**src/rtl/result_rob.sv**
```systemverilog
module result_rob #(
  parameter int ENTRIES = 8,
  parameter int REGS    = 32,
  parameter int XLEN    = 32,
  localparam int TW     = $clog2(ENTRIES),
  localparam int RW     = $clog2(REGS)
) (
  input  logic            clk,
  input  logic            rst_n,
  input  logic            flush,
  input  logic            alloc_valid,
  input  logic [1:0]      alloc_kind,
  input  logic [RW-1:0]   alloc_reg,
  output logic            alloc_ready,
  output logic [TW-1:0]   alloc_tag,
  input  logic            wr_valid,
  input  logic [TW-1:0]   wr_tag,
  input  logic [XLEN-1:0] wr_data,
  output logic            cmt_valid,
  output logic            cmt_wen,
  output logic [RW-1:0]   cmt_reg,
  output logic [XLEN-1:0] cmt_data,
  input  logic [RW-1:0]   qa_reg,
  output logic            qa_hit,
  output logic            qa_ready,
  output logic [TW-1:0]   qa_tag,
  output logic [XLEN-1:0] qa_data,
  input  logic [RW-1:0]   qb_reg,
  output logic            qb_hit,
  output logic            qb_ready,
  output logic [TW-1:0]   qb_tag,
  output logic [XLEN-1:0] qb_data
);
  // ENTRIES must be a power of two: pointers wrap by natural overflow.
  logic [ENTRIES-1:0] busy, done;
  logic [1:0]         kind [ENTRIES];
  logic [RW-1:0]      dst  [ENTRIES];
  logic [XLEN-1:0]    val  [ENTRIES];
  logic [TW-1:0]      head, tail;
  logic [TW:0]        cnt;
  logic               do_alloc, do_cmt, do_wr;

  assign alloc_ready = cnt != (TW+1)'(ENTRIES);
  assign alloc_tag   = tail;
  assign do_alloc    = alloc_valid && alloc_ready && !flush;

  assign cmt_valid = busy[head] && done[head];
  assign cmt_wen   = cmt_valid && !kind[head][1];
  assign cmt_reg   = dst[head];
  assign cmt_data  = val[head];
  assign do_cmt    = cmt_valid && !flush;

  assign do_wr = wr_valid && busy[wr_tag] && !done[wr_tag] && !flush;

  always_ff @(posedge clk or negedge rst_n) begin
    if (!rst_n) begin
      busy <= '0;
      done <= '0;
      head <= '0;
      tail <= '0;
      cnt  <= '0;
    end else if (flush) begin
      busy <= '0;
      done <= '0;
      head <= '0;
      tail <= '0;
      cnt  <= '0;
    end else begin
      if (do_cmt) begin
        busy[head] <= 1'b0;
        done[head] <= 1'b0;
        head       <= head + TW'(1);
      end
      if (do_wr) done[wr_tag] <= 1'b1;
      if (do_alloc) begin
        busy[tail] <= 1'b1;
        done[tail] <= 1'b0;
        tail       <= tail + TW'(1);
      end
      cnt <= cnt + (TW+1)'(do_alloc) - (TW+1)'(do_cmt);
    end
  end

  always_ff @(posedge clk) begin
    if (do_wr) val[wr_tag] <= wr_data;
    if (do_alloc) begin
      kind[tail] <= alloc_kind;
      dst[tail]  <= alloc_reg;
    end
  end

  // Walk from oldest to youngest so the last match is the youngest writer.
  always_comb begin
    logic [TW-1:0] idx;
    qa_hit = 1'b0;
    qa_tag = '0;
    qb_hit = 1'b0;
    qb_tag = '0;
    for (int i = 0; i < ENTRIES; i++) begin
      idx = head + TW'(i);
      if (busy[idx] && !kind[idx][1] && dst[idx] == qa_reg) begin
        qa_hit = 1'b1;
        qa_tag = idx;
      end
      if (busy[idx] && !kind[idx][1] && dst[idx] == qb_reg) begin
        qb_hit = 1'b1;
        qb_tag = idx;
      end
    end
  end

  assign qa_ready = qa_hit && done[qa_tag];
  assign qa_data  = qa_ready ? val[qa_tag] : '0;
  assign qb_ready = qb_hit && done[qb_tag];
  assign qb_data  = qb_ready ? val[qb_tag] : '0;


  tag_seq_chk: assert property (@(posedge clk) disable iff (!rst_n)
    (alloc_valid && alloc_ready && !flush) |=> alloc_tag == $past(alloc_tag) + TW'(1));


  full_hold_chk: assert property (@(posedge clk) disable iff (!rst_n)
    (alloc_valid && !alloc_ready && !flush) |=> $stable(alloc_tag));


  cnt_bound_chk: assert property (@(posedge clk) disable iff (!rst_n)
    cnt <= (TW+1)'(ENTRIES));


  one_retire_chk: assert property (@(posedge clk) disable iff (!rst_n)
    !flush |=> (head == $past(head) || head == $past(head) + TW'(1)));


  hit_live_a_chk: assert property (@(posedge clk) disable iff (!rst_n)
    qa_hit |-> busy[qa_tag]);


  hit_live_b_chk: assert property (@(posedge clk) disable iff (!rst_n)
    qb_hit |-> busy[qb_tag]);


  flush_empty_chk: assert property (@(posedge clk) disable iff (!rst_n)
    flush |=> (alloc_ready && !cmt_valid && alloc_tag == '0));
endmodule

```
**config.mk**
```make
export PLATFORM = sky130hd
export DESIGN_NAME = result_rob
export DESIGN_NICKNAME = d
export VERILOG_FILES = /design/src/rtl/result_rob.sv
export SDC_FILE = /design/constraint.sdc
export NUM_CORES = 1
export LEC_CHECK = 0
export BUFFER_PORTS_ARGS = -buffer_cell sky130_fd_sc_hd__buf_2
export CORE_ASPECT_RATIO = 1.5
export CORE_MARGIN = 2
export CORE_UTILIZATION = 40
export CTS_CLUSTER_SIZE = 24
export DETAILED_ROUTE_END_ITERATION = 10
export GPL_ROUTABILITY_DRIVEN = 1
export SETUP_SLACK_MARGIN = 0.02
export SLEW_MARGIN = 20
export SYNTH_ARGS = -nofsm -noshare
export SYNTH_HDL_FRONTEND = slang
export SYNTH_SLANG_ARGS = --single-unit
```
**constraint.sdc**
```tcl
create_clock -name clk -period 10.4 [get_ports clk]
set_clock_uncertainty 0.15 [all_clocks]
set_input_delay 2.08 -clock clk [delete_from_list [all_inputs] [get_ports clk]]
set_output_delay 2.08 -clock clk [all_outputs]
set_load 0.03 [all_outputs]
```
==> parameters.txt, run 1 <==
Parameter                              Value

STA
  RSZ-0062 raised after global routing    no
  Setup TNS    0 ns
  Final-report hold violation count    0
  Highest attainable clock frequency    102 MHz
  Final setup violation count    0
  Max-Slew Margin vs Limit    between 20% and 30%
  Worst slew pin tran    around 1.1 ns
  Final critical-path share of the clock period    approximately 94%
  WHS    about 0.46 ns
  Final critical path time including I/O delays and setup    9.80 ns
  Final-report max-slew violation count    0

Clock network
  Number of gates resized after CTS    0
  TritonCTS clock tree    built
  CTS HTree Levels    2
  Library cell used as clock root buffer    sky130_fd_sc_hd__clkbuf_16
  Number of clock buffers inserted by TritonCTS    34
  Number of buffers inserted by hold repair at cts    0
  Clock Latency Late Sink    between 0.5 and 0.6 ns
  Clock-pin slew on the worst setup and hold paths    approximately 0.070 ns
  Maximum clock insertion buffer count    3
  Total number of clock tree sinks    330
  Postcts setup bufs    0

Drt
  Post-route DRC violation count    14
  Via-to-Cell Ratio    about 6.3
  Detailed-route wire length per cell    between 20 and 30 um
  Number of nets still failing antenna checks after routing    0
  First drt pass iteration count    8
  Count of routing violations after the opening detailed-route iteration    1090
  Post-detailed-routing wire length    roughly 70000 um
  Total via count in the routed design    approximately 16000

Setup path
  Data required time of the worst path    about 8.2 ns
  CP Data Arrival Time    7.57 ns
  Crit-path max FO    between 50 and 60
  Critical path endpoint category    primary output
  Startpoint type of the worst setup path    register
  WS Path Type    reg -> out

Floorplanning
  Number of ports placed on the die boundary    about 170
  Die footprint    between 50000 and 60000 sq um
  Starting utilization of the core area    approximately two fifths
  Core region area    ~54000 sq um
  Number of placement rows    between 100 and 150
  Chip width    around 200 um
  Die H    around 290 um

Pwr
  Static leakage power    around 8.0 nW
  IR Drop Worst-Case VDD    0.000133 V
  Total power density per cell area    roughly 120 nW/um^2
  Overall power    2.81 mW

Global route
  Total congestion overflow after global routing    0
  All-Layer GR Usage    ~25%
  Initial antenna violation count    4
  Pin count of the biggest net entering global routing    124
  First-pass GRT wire length    approximately 100000 um
  Number of global-route vias before repair    16500

Synth
  Sequential fraction of the synthesis area    about 45%
  Post-synthesis mux area share    approximately 27%
  Cell with the most instances after synthesis    sky130_fd_sc_hd__edfxtp_1
  Compound-Gate Fraction of Synth Area    roughly 11%
  Post-Syn Instances    1744
  Number of enable-type register cells in the synthesized netlist    approximately 300
  Post-synthesis xor/xnor area fraction    between 2 and 3%
  Post-synthesis simple-gate area fraction    9.25%
  Main synth FF type    sky130_fd_sc_hd__edfxtp_1
  Area share of the largest cell type after synthesis    42.0%
  Yosys Warn Count    0
  Synth async-reset ratio    roughly 8%
  Post-Synthesis Net Count    about 1800
  Leading cell types by count after synthesis    sky130_fd_sc_hd__edfxtp_1 (304), sky130_fd_sc_hd__mux2i_1 (270), sky130_fd_sc_hd__nand2_1 (142), sky130_fd_sc_hd__mux4_2 (102), sky130_fd_sc_hd__nor2_1 (93)
  Cell type with the largest total area after synthesis    sky130_fd_sc_hd__edfxtp_1
  Mapped cell area    around 22000 sq um
  Combinational family with the most area after synthesis    multiplexers
  Syn avg cell area    approximately 12 sq um
  Flops & latches, synth    330
  Unique cell type count in the Yosys netlist    80
  Top cells by area in the synthesized netlist    sky130_fd_sc_hd__edfxtp_1 (42%), sky130_fd_sc_hd__mux2i_1 (12%), sky130_fd_sc_hd__mux4_2 (11%)
  Adder-Cell Fraction of Synth Area    less than 1%

Status
  Failing checks    design-rule violations
  Status    finished, violations left

Cells and area
  Reg area    ~9800 sq um
  Layout cell share with drive strength beyond 1    around a quarter
  Final core utilization    a little under half
  Area growth syn-to-layout    12.0%
  Area of combinational cells with multiple inputs    about 11000 sq um
  Fillers    slightly below 5000
  Number of nets in the final layout    approximately 1900
  Fin area    about 24000 sq um

Placement
  GPL Wtd Cong    ~0.95
  Post-detailed-placement cell area    roughly 23000 sq um
  HPWL Detailed    roughly 47000 um
  Count of buffers inserted at the top-level ports    172

Worst hold path
  Type of the most critical hold path    reg -> reg

Run
  Max Cap Viol    0
==> power by group <==
part,switching [mW],internal (mW)
clock network,0.510,0.671
registers,0.0135,1.46
logic,0.101,0.0569
total,0.624,2.19
==> layout by cell type, fill, tap and decap left out, types with 8 or more instances in the layout <==
cell / n
sky130_fd_sc_hd__and2_1: 8
sky130_fd_sc_hd__o21ai_0: 15
sky130_fd_sc_hd__nor2b_1: 50
sky130_fd_sc_hd__o221ai_1: 35
sky130_fd_sc_hd__a2111oi_2: 11
sky130_fd_sc_hd__nor3_1: 18
sky130_fd_sc_hd__nand4_1: 8
sky130_fd_sc_hd__nand2_1: 140
sky130_fd_sc_hd__mux4_2: 102
sky130_fd_sc_hd__a211oi_1: 33
sky130_fd_sc_hd__a22oi_1: 48
sky130_fd_sc_hd__nor2_4: 9
sky130_fd_sc_hd__a22o_1: 41
sky130_fd_sc_hd__mux2i_1: 270
sky130_fd_sc_hd__nand2b_1: 15
sky130_fd_sc_hd__a2111oi_1: 17
sky130_fd_sc_hd__ha_1: 11
sky130_fd_sc_hd__inv_1: 24
sky130_fd_sc_hd__clkbuf_16: 34
sky130_fd_sc_hd__dfrtp_1: 23
sky130_fd_sc_hd__buf_4: 46
sky130_fd_sc_hd__nand3_1: 23
sky130_fd_sc_hd__nor2_1: 84
sky130_fd_sc_hd__nor4_1: 8
sky130_fd_sc_hd__or3_1: 8
sky130_fd_sc_hd__edfxtp_1: 304
sky130_fd_sc_hd__o22ai_1: 8
sky130_fd_sc_hd__buf_2: 172
sky130_fd_sc_hd__mux2_2: 81
sky130_fd_sc_hd__a21oi_1: 34
sky130_fd_sc_hd__xnor2_1: 54
sky130_fd_sc_hd__xor2_1: 18
==> kinds of logic (layout without fill, tap and decap cells) <==
group | count (synthesis) | count (layout)
other cells | 0 | 2
mux | 453 | 453
compound gates | 298 | 298
buf+inv | 165 | 308
fa+ha+maj | 13 | 13
flops | 330 | 330
xor+xnor | 73 | 73
simple gates | 412 | 412
==> worst max-delay path: stages (launching register included) <==
cell                        delay (ns)
sky130_fd_sc_hd__dfrtp_4          0.89
sky130_fd_sc_hd__inv_1            0.15
sky130_fd_sc_hd__ha_2             0.67
sky130_fd_sc_hd__buf_4            0.43
sky130_fd_sc_hd__mux2i_1          0.46
sky130_fd_sc_hd__mux2i_1          0.16
sky130_fd_sc_hd__xor2_1           0.17
sky130_fd_sc_hd__nor3_1           0.07
sky130_fd_sc_hd__o21ai_1          0.67
sky130_fd_sc_hd__inv_1            0.16
sky130_fd_sc_hd__or2_2            0.36
sky130_fd_sc_hd__a211o_1          0.27
sky130_fd_sc_hd__a222oi_1         0.32
sky130_fd_sc_hd__buf_4            0.29
sky130_fd_sc_hd__buf_4            0.39
sky130_fd_sc_hd__mux2i_1          0.14
sky130_fd_sc_hd__a22o_1           0.24
sky130_fd_sc_hd__a2111oi_0        0.80
sky130_fd_sc_hd__buf_2            0.34
==> cell type report <==
cell class	count	area share, %
Antenna cell	2	0.0206
Timing Repair Buffer	222	5.25
Sequential cell	330	40.2
Multi-Input combinational cell	1249	46.2
Tap cell	689	3.54
Inverter	27	0.416
Clock buffer	43	3.72
Clock inverter	16	0.632
==> per-layer routing <==
metal  GRT usage [%]  vias up  wire [um]
met5               0        -         25
met4            13.3        6       3670
met3            3.82      196       4280
met2            44.8      644      36700
met1            28.5     8269      26300
li1                -     7127          -
==> metrics by stage <==
stage	setup slack, ns	instances
after floorplan	1.69	1744
after global placement	1.44	2517
after detailed placement	1.28	2517
after CTS	0.665	2576
after global routing	0.256	2576
final	0.598	2578
==> state kept, by name, indices dropped and copies added (netlist names) <==
signal / flops
dst: 40
alloc_tag: 3
kind: 8
done: 8
head: 3
val: 256
busy: 8
cnt: 4
==> path summary, 6_finish.rpt <==
path / start / end / slack, ns / depth (start not counted)
min in group asynchronous: rst_n / alloc_tag[2]$_DFFE_PN0P_ / 1.42 / 1
hold reg to reg: busy[5]$_DFF_PN0_ / busy[5]$_DFF_PN0_ / 0.46 / 2
setup / recovery: head[0]$_DFFE_PN0P_ / qa_data[2] / 0.60 / 18
hold / removal: busy[5]$_DFF_PN0_ / busy[5]$_DFF_PN0_ / 0.46 / 2
max in group asynchronous: rst_n / head[2]$_DFFE_PN0P_ / 8.18 / 1
setup reg to reg: head[0]$_DFFE_PN0P_ / cnt[2]$_DFF_PN0_ / 5.73 / 11
Power figures use the tool's default switching activity.
==> run 2: changes to the inputs <==
--- a/config.mk
+++ b/config.mk
@@ -8,7 +8,7 @@
 export BUFFER_PORTS_ARGS = -buffer_cell sky130_fd_sc_hd__buf_2
 export CORE_ASPECT_RATIO = 1.5
 export CORE_MARGIN = 2
-export CORE_UTILIZATION = 40
+export CORE_UTILIZATION = 30
 export CTS_CLUSTER_SIZE = 24
 export DETAILED_ROUTE_END_ITERATION = 10
 export GPL_ROUTABILITY_DRIVEN = 1
==> run 2 against run 1 <==
  * Total power increased by 1.2%
  * Via count increased by 1.2%
  * Critical path depth did not move
  * The flow now finishes without violations
  * Sequential power barely moved
  * Largest power group unchanged
  * Clock power barely moved
  * Largest cell class unchanged
  * Sequential cell count unchanged
  * Global-route usage shrank 5.2 points
  * Maximum frequency increased by 2.2%
  * Utilization fell by 11 points
  * Combinational power is essentially flat
==> parameters.txt, run 2 (synthesis results as in run 1) <==
Parameter                              Value

Drt
  Number of nets still failing antenna checks after routing    0 (unchanged)
  Post-detailed-routing wire length    74700 um (+5.3%)
  Total via count in the routed design    16400 (+1.2%)
  Via-to-Cell Ratio    5.85 (-7.2%)
  Post-route DRC violation count    0 (-14)
  Count of routing violations after the opening detailed-route iteration    1545 (+42%)
  Detailed-route wire length per cell    26.6 um (-3.5%)
  First drt pass iteration count    6 (-2)

Cells and area
  Final core utilization    34.5% (-11 points)
  Number of flip-flops in the largest register    256 (unchanged)
  Area growth syn-to-layout    13.7%
  Largest register by flop count    val
  Layout cell share with drive strength beyond 1    26.8% (+0.41 points)
  Largest registers ranked by flip-flop count    val: 256 flops, dst: 40 flops
  Most frequent standard cell in the layout excluding fill and tap cells    sky130_fd_sc_hd__edfxtp_1
  Number of nets in the final layout    1936 (+0.10%)
  Leading cell types in the layout, fill and taps excluded    sky130_fd_sc_hd__edfxtp_1 (304), sky130_fd_sc_hd__mux2i_1 (270), sky130_fd_sc_hd__buf_2 (172)

Setup path
  Startpoint type of the worst setup path    register
  WS Path Type    reg -> out
  Critical path endpoint category    primary output
  Data required time of the worst path    8.17 ns (about the same)
  CP Data Arrival Time    7.36 ns (-0.21 ns)
  Crit-path max FO    39 (-30%)

STA
  Final setup violation count    0 (unchanged)
  Final-report max-slew violation count    0 (unchanged)
  Final critical path time including I/O delays and setup    9.59 ns (-0.214 ns)
  Final-report hold violation count    0 (unchanged)
  Worst slew pin tran    1.13 ns (+0.0470 ns)
  Final critical-path share of the clock period    92.2% (-2.1 points)
  Setup TNS    0 ns (unchanged)
  Highest attainable clock frequency    104 MHz (+2.2%)
  RSZ-0062 raised after global routing    no
  Max-Slew Margin vs Limit    24.1% (-3.2 points)

Floorplanning
  Die H    334 um (+15%)
  Starting utilization of the core area    30.3% (-10 points)
  Die footprint    74700 sq um (+33%)
  Number of ports placed on the die boundary    174 (unchanged)
  Chip width    224 um (+15%)
  Number of placement rows    120 (+15%)
  Core region area    71600 sq um (+33%)

Global route
  Total congestion overflow after global routing    0 (unchanged)
  Pin count of the biggest net entering global routing    71 (-43%)
  Number of global-route vias before repair    17000 (+2.9%)
  All-Layer GR Usage    19.6% (-5.2 points)
  Initial antenna violation count    11 (+7)
  First-pass GRT wire length    109000 um (+4.6%)

Clock network
  Clock Latency Late Sink    0.54 ns (about the same)
  Total number of clock tree sinks    330 (unchanged)
  Maximum clock insertion buffer count    3 (unchanged)
  CTS HTree Levels    2 (unchanged)
  Number of clock buffers inserted by TritonCTS    35 (+2.9%)
  Number of buffers inserted by hold repair at cts    0 (unchanged)
  Library cell used as clock root buffer    sky130_fd_sc_hd__clkbuf_16
  Clock-pin slew on the worst setup and hold paths    0.07 ns (about the same)
  Postcts setup bufs    0 (unchanged)
  TritonCTS clock tree    built

Pwr
  Static leakage power    7.99 nW (+0.16%)
  Total power density per cell area    115 nW/um^2 (-0.34%)
  IR Drop Worst-Case VDD    0.000121 V (-8.8%)
  Overall power    2.85 mW (+1.2%)

Placement
  Count of buffers inserted at the top-level ports    172 (unchanged)
  GPL Wtd Cong    0.945 (-0.56%)
  HPWL Detailed    49900 um (+6.2%)

Run
  Max Cap Viol    0 (unchanged)

Worst hold path
  Type of the most critical hold path    reg -> reg

Status
  Status    finished, final reports clean
==> run 2: worst max-delay path, cell delays in order, from the launching register on <==
cell	delay, ns
sky130_fd_sc_hd__dfrtp_4	0.92
sky130_fd_sc_hd__inv_1	0.20
sky130_fd_sc_hd__ha_4	0.61
sky130_fd_sc_hd__buf_4	0.37
sky130_fd_sc_hd__mux2i_1	0.35
sky130_fd_sc_hd__mux2i_1	0.14
sky130_fd_sc_hd__xor2_1	0.16
sky130_fd_sc_hd__nor3_1	0.07
sky130_fd_sc_hd__o21ai_1	0.67
sky130_fd_sc_hd__inv_1	0.15
sky130_fd_sc_hd__or2_2	0.34
sky130_fd_sc_hd__a211o_1	0.28
sky130_fd_sc_hd__a222oi_1	0.49
sky130_fd_sc_hd__buf_12	0.29
sky130_fd_sc_hd__buf_4	0.44
sky130_fd_sc_hd__mux2i_1	0.15
sky130_fd_sc_hd__a22o_1	0.24
sky130_fd_sc_hd__a2111oi_1	0.54
sky130_fd_sc_hd__buf_2	0.31
==> run 2: final cells by class <==
| cell class | count | area [sq um] |
|---|---|---|
| fillers | 6950 | 46900 |
| multi-input cells | 1249 | 11300 |
| flip-flops and latches | 330 | 9790 |
| repair buffers | 223 | 1280 |
| well taps | 915 | 1140 |
| clock buffers | 42 | 923 |
| clock inverters | 21 | 186 |
| inverters | 27 | 101 |
| diodes | 4 | 10.0 |
==> run 2: path summary, 6_finish.rpt <==
| path | cells past startpoint | slack, ns | startpoint | to |
|---|---|---|---|---|
| worst max-delay path | 18 | 0.81 | head[0]$_DFFE_PN0P_ | qa_data[21] |
| worst min-delay path | 2 | 0.46 | busy[5]$_DFF_PN0_ | busy[5]$_DFF_PN0_ |
| worst max register to register | 12 | 6.32 | head[1]$_DFFE_PN0P_ | cnt[2]$_DFF_PN0_ |
| worst min register to register | 2 | 0.46 | busy[5]$_DFF_PN0_ | busy[5]$_DFF_PN0_ |
| max in group asynchronous | 1 | 8.16 | rst_n | head[1]$_DFFE_PN0P_ |
| min in group asynchronous | 1 | 1.42 | rst_n | alloc_tag[1]$_DFFE_PN0P_ |
==> run 2: what timing repair did <==
item	4_1_cts	5_1_grt
hold endpoints to repair	0	0
resized for setup	0	1
setup endpoints to repair	0	1
==> run 2: per-stage QoR <==
stage | area (sq um) | setup WS, ns | hold WS (ns) | instances
floorplan | 21700 | 1.69 | 0.371 | 1744
global placement | 23600 | 1.03 | 0.436 | 2744
detailed placement | 23600 | 0.998 | 0.438 | 2744
CTS | 24700 | 0.374 | 0.456 | 2807
global route | 24700 | 0.256 | 0.501 | 2808
finish | 24700 | 0.813 | 0.460 | 2811
==> run 2: routing by layer <==
| layer | routed length (um) | vias up | track usage (%) |
|---|---|---|---|
| li1 | - | 7124 | - |
| met1 | 27400 | 8321 | 21.9 |
| met2 | 38300 | 781 | 35.6 |
| met3 | 4550 | 215 | 2.52 |
| met4 | 4450 | 2 | 11.2 |
| met5 | 18 | - | 0 |
==> run 2: power by group <==
part           internal [mW]  total (mW)  switching [mW]  leakage (nW)
Sequential              1.46        1.48          0.0142          3.09
Combinational         0.0568       0.160           0.103          4.38
Clock                  0.691        1.21           0.521         0.524
Total                   2.21        2.85           0.638          7.99
